==> config.mk <==
export PLATFORM = sky130hd
export DESIGN_NAME = sdram_init_ctrl
export DESIGN_NICKNAME = d
export VERILOG_FILES = /design/src/rtl/sdram_init_ctrl.sv
export SDC_FILE = /design/constraint.sdc
export NUM_CORES = 1
export LEC_CHECK = 0
export CORE_MARGIN = 3
export CORE_UTILIZATION = 37
export CTS_CLUSTER_SIZE = 16
export DETAILED_ROUTE_END_ITERATION = 10
export GPL_TIMING_DRIVEN = 0
export PLACE_DENSITY = 0.75
export SLEW_MARGIN = 15
export SYNTH_ARGS = -nofsm -noshare
export SYNTH_HDL_FRONTEND = slang
export SYNTH_SLANG_ARGS = --single-unit
==> constraint.sdc <==
create_clock -name clk -period 2.65 [get_ports clk]
set_clock_uncertainty 0.15 [all_clocks]
set_input_delay 0.3975 -clock clk [delete_from_list [all_inputs] [get_ports clk]]
set_output_delay 0.3975 -clock clk [all_outputs]
set_load 0.02 [all_outputs]
==> src/rtl/sdram_init_ctrl.sv <==
module sdram_init_ctrl #(
  parameter int COL_W = 8,
  parameter int ROW_W = 12,
  parameter int BA_W = 2,
  parameter int A_W = 13,
  parameter int REF_INTERVAL = 624,
  localparam int ADDR_W = 2 + COL_W + BA_W + ROW_W
) (
  input  logic              clk,
  input  logic              rst_n,
  input  logic              host_req,
  input  logic              host_we,
  input  logic [ADDR_W-1:0] host_addr,
  input  logic [31:0]       host_wdata,
  input  logic [3:0]        host_be,
  output logic              host_ack,
  output logic [31:0]       host_rdata,
  input  logic              ctl_we,
  input  logic [6:0]        ctl_wdata,
  output logic [6:0]        ctl_rdata,
  output logic              sd_cs_n,
  output logic              sd_ras_n,
  output logic              sd_cas_n,
  output logic              sd_we_n,
  output logic [BA_W-1:0]   sd_ba,
  output logic [A_W-1:0]    sd_a,
  output logic [3:0]        sd_dqm,
  output logic [31:0]       sd_dq_out,
  output logic              sd_dq_oe,
  input  logic [31:0]       sd_dq_in
);
  localparam int WORD_W = ADDR_W - 2;
  localparam int RC_W = $clog2(REF_INTERVAL);
  localparam logic [3:0] C_NOP = 4'b0111, C_ACT = 4'b0011, C_RD = 4'b0101, C_WR = 4'b0100;
  localparam logic [3:0] C_PRE = 4'b0010, C_REF = 4'b0001, C_LMR = 4'b0000;

  typedef enum logic [1:0] {S_IDLE, S_RCD, S_CAS, S_WAIT} st_t;

  st_t             st;
  logic [6:0]      ctl;
  logic [4:0]      tl;
  logic [2:0]      cnt;
  logic [3:0]      cmd;
  logic            init_run, ref_pend;
  logic [RC_W-1:0] rcnt;
  logic [A_W-1:0]  a_col;
  logic            unused_lsb;

  wire [WORD_W-1:0] wa   = host_addr[ADDR_W-1:2];
  wire [COL_W-1:0]  col  = wa[COL_W-1:0];
  wire [BA_W-1:0]   bank = wa[COL_W +: BA_W];
  wire [ROW_W-1:0]  row  = wa[COL_W+BA_W +: ROW_W];

  function automatic logic [2:0] pick(input logic b, input logic [2:0] lo, input logic [2:0] hi);
    return b ? hi : lo;
  endfunction

  wire [4:0] tsrc  = (st == S_IDLE) ? ctl[4:0] : tl;
  wire [2:0] n_cl  = pick(tsrc[0], 3'd2, 3'd3);
  wire [2:0] n_rcd = pick(tsrc[1], 3'd1, 3'd2);
  wire [2:0] n_wr  = pick(tsrc[2], 3'd1, 3'd2);
  wire [2:0] n_rp  = pick(tsrc[3], 3'd1, 3'd2);
  wire [2:0] n_rc  = pick(tsrc[4], 3'd3, 3'd4);

  always_comb begin
    a_col = '0;
    a_col[COL_W-1:0] = col;
    a_col[10] = 1'b1;
  end

  assign unused_lsb = ^host_addr[1:0];
  assign {sd_cs_n, sd_ras_n, sd_cas_n, sd_we_n} = cmd;
  assign host_rdata = sd_dq_in;
  assign ctl_rdata = ctl;

  always_ff @(posedge clk or negedge rst_n) begin
    if (!rst_n) begin
      st <= S_IDLE; ctl <= '0; tl <= '0; cnt <= '0; cmd <= C_NOP;
      init_run <= 1'b0; ref_pend <= 1'b0; rcnt <= RC_W'(REF_INTERVAL - 1);
      host_ack <= 1'b0; sd_ba <= '0; sd_a <= '0; sd_dqm <= '0;
      sd_dq_out <= '0; sd_dq_oe <= 1'b0;
    end else begin
      cmd <= C_NOP;
      host_ack <= 1'b0;
      sd_dq_oe <= 1'b0;
      case (st)
        S_IDLE: begin
          tl <= ctl[4:0];
          if (ctl[6] && !init_run) begin
            cmd <= C_PRE; sd_a <= A_W'(1 << 10); init_run <= 1'b1;
            cnt <= n_rp - 3'd1; st <= S_WAIT;
          end else if (ref_pend) begin
            cmd <= C_REF; ref_pend <= 1'b0; cnt <= n_rc - 3'd1; st <= S_WAIT;
          end else if (host_req && ctl[5]) begin
            cmd <= C_LMR; {sd_ba, sd_a} <= wa[A_W+BA_W-1:0]; host_ack <= 1'b1;
            ctl[5] <= 1'b0; cnt <= 3'd1; st <= S_WAIT;
          end else if (host_req) begin
            cmd <= C_ACT; sd_ba <= bank; sd_a <= A_W'(row);
            cnt <= n_rcd - 3'd1; st <= S_RCD;
          end
        end
        S_RCD: begin
          if (cnt != 0) cnt <= cnt - 3'd1;
          else begin
            sd_ba <= bank; sd_a <= a_col;
            if (host_we) begin
              cmd <= C_WR; sd_dq_out <= host_wdata; sd_dq_oe <= 1'b1; sd_dqm <= ~host_be;
              host_ack <= 1'b1; cnt <= n_wr + n_rp - 3'd1; st <= S_WAIT;
            end else begin
              cmd <= C_RD; sd_dqm <= '0; cnt <= n_cl - 3'd1; st <= S_CAS;
            end
          end
        end
        S_CAS: begin
          if (cnt != 0) cnt <= cnt - 3'd1;
          else begin
            host_ack <= 1'b1; cnt <= n_rp - 3'd1; st <= S_WAIT;
          end
        end
        default: begin
          if (cnt != 0) cnt <= cnt - 3'd1;
          else begin
            st <= S_IDLE;
            if (init_run) begin
              init_run <= 1'b0; ctl[6] <= 1'b0;
            end
          end
        end
      endcase
      if (rcnt == 0) begin
        rcnt <= RC_W'(REF_INTERVAL - 1);
        ref_pend <= 1'b1;
      end else begin
        rcnt <= rcnt - 1'b1;
      end
      if (ctl_we) begin
        ctl[5:0] <= ctl_wdata[5:0];
        if (ctl_wdata[6]) ctl[6] <= 1'b1;
      end
    end
  end

  assert_pre_all_R3: assert property (@(posedge clk) disable iff (!rst_n)
    (cmd == C_PRE) |-> sd_a[10]);
  assert_col_after_act_R4: assert property (@(posedge clk) disable iff (!rst_n)
    (cmd == C_RD || cmd == C_WR) |-> ($past(cmd) == C_ACT || $past(cmd, 2) == C_ACT));
  assert_ack_source_R5: assert property (@(posedge clk) disable iff (!rst_n)
    host_ack |-> (cmd == C_WR || cmd == C_LMR || $past(cmd, 2) == C_RD || $past(cmd, 3) == C_RD));
  assert_ack_single_R6: assert property (@(posedge clk) disable iff (!rst_n)
    host_ack |=> !host_ack);
  assert_gap_nop_R7: assert property (@(posedge clk) disable iff (!rst_n)
    (cmd != C_NOP && cmd != C_RD && cmd != C_WR) |-> $past(cmd) == C_NOP);
  assert_ref_due_R8: assert property (@(posedge clk) disable iff (!rst_n)
    (cmd == C_REF) |-> $past(ref_pend));
  assert_lmr_ack_R10: assert property (@(posedge clk) disable iff (!rst_n)
    (cmd == C_LMR) |-> host_ack);
endmodule

==> reports/metrics.yaml, run 1 <==
grt_usage: 0.173
crit_family: "adder cells"
worstSetupPathType: "reg2reg"
synth_top_cell_by_area: "dfrtp_1"
max_freq_mhz: 402
clockBufferDepth: 2
yosysWarnings: 0
synth.avg_cell_area_sq_um: 9.44
cts_setup_buffers: 0
clock-sinks: 83
initial_core_util: 0.386
multi_input_area_sq_um: 1590
ys_top_cells_by_count: "nand2_1, dfrtp_1, buf_4, o21ai_0, nor2_1"
slew_headroom: 0.570
first_pass_iters: 4
required_ns: 2.75
yosys_register_bits: 83
design_area_sq_um: 6090
cts_made_buffers: 9
syn_inst: 429
grt_pass1_vias: 3604
antenna_cells: 0
wl_per_cell_um: 14.2
rows: 37
async_flop_share: 1.00
antenna_found_initial: 0
vdd_drop_max_mv: 0.500
initialDrtViolationCount: 139
r2r_start: "st[0]"
switching_share: 0.398
via_per_inst: 4.82
vias: 3585
p_sw_mw: 2.53
grt-ovfl-total: 0
nFillCells: 912
critPathLaunch: "st[0]"
crit_slowest_cell: "dfrtp_1"
synth.distinct_cells: 55
crit_buf_inv: 3
syn_area_sq_um: 4050
power_frac_comb: 0.516
drive_above_1_share: 0.133
start_kind: "register"
ys_seq_area_frac: 0.516
finalPower_mw: 6.36
maxCapViolations: 0
port_buffers: 162
p_per_area_nw_per_um2: 1040
grt_max_degree: 55
crit_arrival_ns: 2.59
final.min_clock_period_ns: 2.49
power_frac_seq: 0.327
cts_max_level: 3
drc: 0
p_clk_frac: 0.157
synth_top_area_share: 0.451
die_w_um: 111
status: "finished clean"
cts_root_buffer: "clkbuf_8"
min_from: "host_req"
seq_area_sq_um: 2090
grt_first_pass_wirelength_um: 17600
synthFlopType: "dfrtp_1"
nNetsFinal: 716
tightestPinTransition_ns: 0.644
insertion_delay_ns: 0.35
setup_tns_ns: 0
die_area_sq_um: 12200
syn_nets: 542
die_h_um: 111
synthTopCellsByArea: "dfrtp_1, nand2_1, dfstp_2"
final-hold-violation-count: 0
yosysMostFrequentCell: "nand2_1"
ant_nets: 0
internal-power_mw: 3.83
setup_viol_count_final: 0
synth-edff-count: 0
area_delta_synth_final_pct: 50.4
place_area_sq_um: 5870
drt_wl_total_um: 10600
end_kind: "register"
core_region_area_sq_um: 10500
cpPeakStageDelay_ns: 0.43
maxSlewViolCount: 0
power.leakage_nw: 2.81
cp_max_fo: 17
crit_chain: "inv_1 -> ha_1 -> buf_4 -> mux2i_1 -> ha_1 -> inv_1 -> nor4bb_1 -> o32ai_1 -> a221oi_1"
place_congestion: 0.882
pin_count: 200
rsz0062_at_grt: "no"
hp-class: "in2reg"
cts_tree: "yes"
fin_crit_sh: 0.939
place_hpwl_um: 8230
clk_pin_slew_ns: 0.08
-- worst reg2reg max path: stages (launching register included) --
cell and delay [ns]:
dfrtp_1 0.43, inv_1 0.10, ha_1 0.22, buf_4 0.23, mux2i_1 0.26, ha_1 0.22, inv_1 0.05, nor4bb_1 0.32
o32ai_1 0.14, a221oi_1 0.27
-- per-layer routing --
metal | up-vias | share of wire | global-route usage
met5 | - | 0 | 0
li1 | 1743 | - | -
met3 | 9 | 0.10 | 0.0729
met4 | 0 | 0.0098 | 0.0443
met1 | 1677 | 0.41 | 0.212
met2 | 156 | 0.47 | 0.282
-- final cells by class --
cell class / instances / share of cell area
clock inverter: 6 / 0.0146
clock buffer: 10 / 0.0209
tap: 136 / 0.0279
inverter: 15 / 0.00924
buffer: 48 / 0.0509
sequential: 83 / 0.343
timing repair buffer: 164 / 0.272
multi-input combinational: 282 / 0.262
-- path summary, 6_finish.rpt --
kind,cells past startpoint,endpoint,slack (ns)
max in group asynchronous,3,rcnt[5],1.34
max,9,cnt[2],0.16
min in group asynchronous,2,sd_dq_out[6],0.37
max reg2reg,9,cnt[2],0.16
min reg2reg,1,rcnt[0],0.32
min,3,sd_a[12],0.25
-- power groups by stage --
stage                     registers (mW)  clock network (mW)  logic [mW]
final                               2.08                1.00        3.28
after floorplan                     2.58                   0        1.38
after detailed placement            2.10                   0        3.30
after global routing                2.16                1.10        3.57
after CTS                           2.08                1.03        3.30
after global placement              2.08                   0        3.26
-- cell families after synthesis --
kind of cell,count (synthesis),share of synthesized area
and+or+nand+nor,182,0.195
DFF,83,0.516
buffers and inverters,64,0.0908
AOI/OAI and AO/OA,62,0.0982
muxes,24,0.0624
adders and majority gates,9,0.0278
xor gates and xnor gates,4,0.00865
other,1,0.000926
-- sequential cells by signal (all words and copies together) (netlist names) --
name       count
sd_dq_out     32
sd_ba          2
sd_dq_oe       1
ctl_rdata      7
sd_a          13
cnt            3
rcnt          10
st             2
host_ack       1
cmd            3
ref_pend       1
sd_dqm         4
tl             3
init_run       1
-- per-stage QoR --
stage | util | worst slack, ns | instances | hold slack [ns]
6_report | 0.580 | 0.162 | 744 | 0.248
5_1_grt | 0.580 | 0.0246 | 744 | 0.265
4_1_cts | 0.580 | 0.0958 | 744 | 0.228
3_5_place_dp | 0.558 | -0.177 | 728 | 0.207
3_3_place_gp | 0.556 | -1.89 | 727 | 0.296
2_1_floorplan | - | 0.137 | 429 | -0.0481
-- placed cells by master (no fill, tap or decap), drive strengths merged, types with 2 or more instances in the layout --
master,instances
a211oi,2
a21oi,11
a31oi,2
a32o,2
buf,39
bufinv,2
clkbuf,21
clkdlybuf4s50,161
clkinv,2
clkinvlp,2
dfrtp,73
dfstp,10
ha,9
inv,15
mux2,10
mux2i,14
nand2,133
nand2b,6
nand3,5
nand4b,2
nor2,16
nor2b,3
o21ai,24
o31ai,7
o32ai,2
or3b,2
or4,4
xor2,3
-- repair_timing --
action / CTS / global route
cloned: 0 / 0
resized for setup: 0 / 2
hold buffers: 1 / 0
setup endpoints to repair: 2 / 2
endpoints found under the hold margin: 29 / 0
Note: power is estimated with default switching activity, not from simulation.
==> run 2: changes to the inputs <==
--- a/config.mk
+++ b/config.mk
@@ -7,6 +7,7 @@
 export LEC_CHECK = 0
 export CORE_MARGIN = 3
 export CORE_UTILIZATION = 37
+export CTS_CLUSTER_DIAMETER = 80
 export CTS_CLUSTER_SIZE = 16
 export DETAILED_ROUTE_END_ITERATION = 10
 export GPL_TIMING_DRIVEN = 0
==> results of run 2 <==
Same layout as run 1: the final DEF is identical, and so are final timing and power.
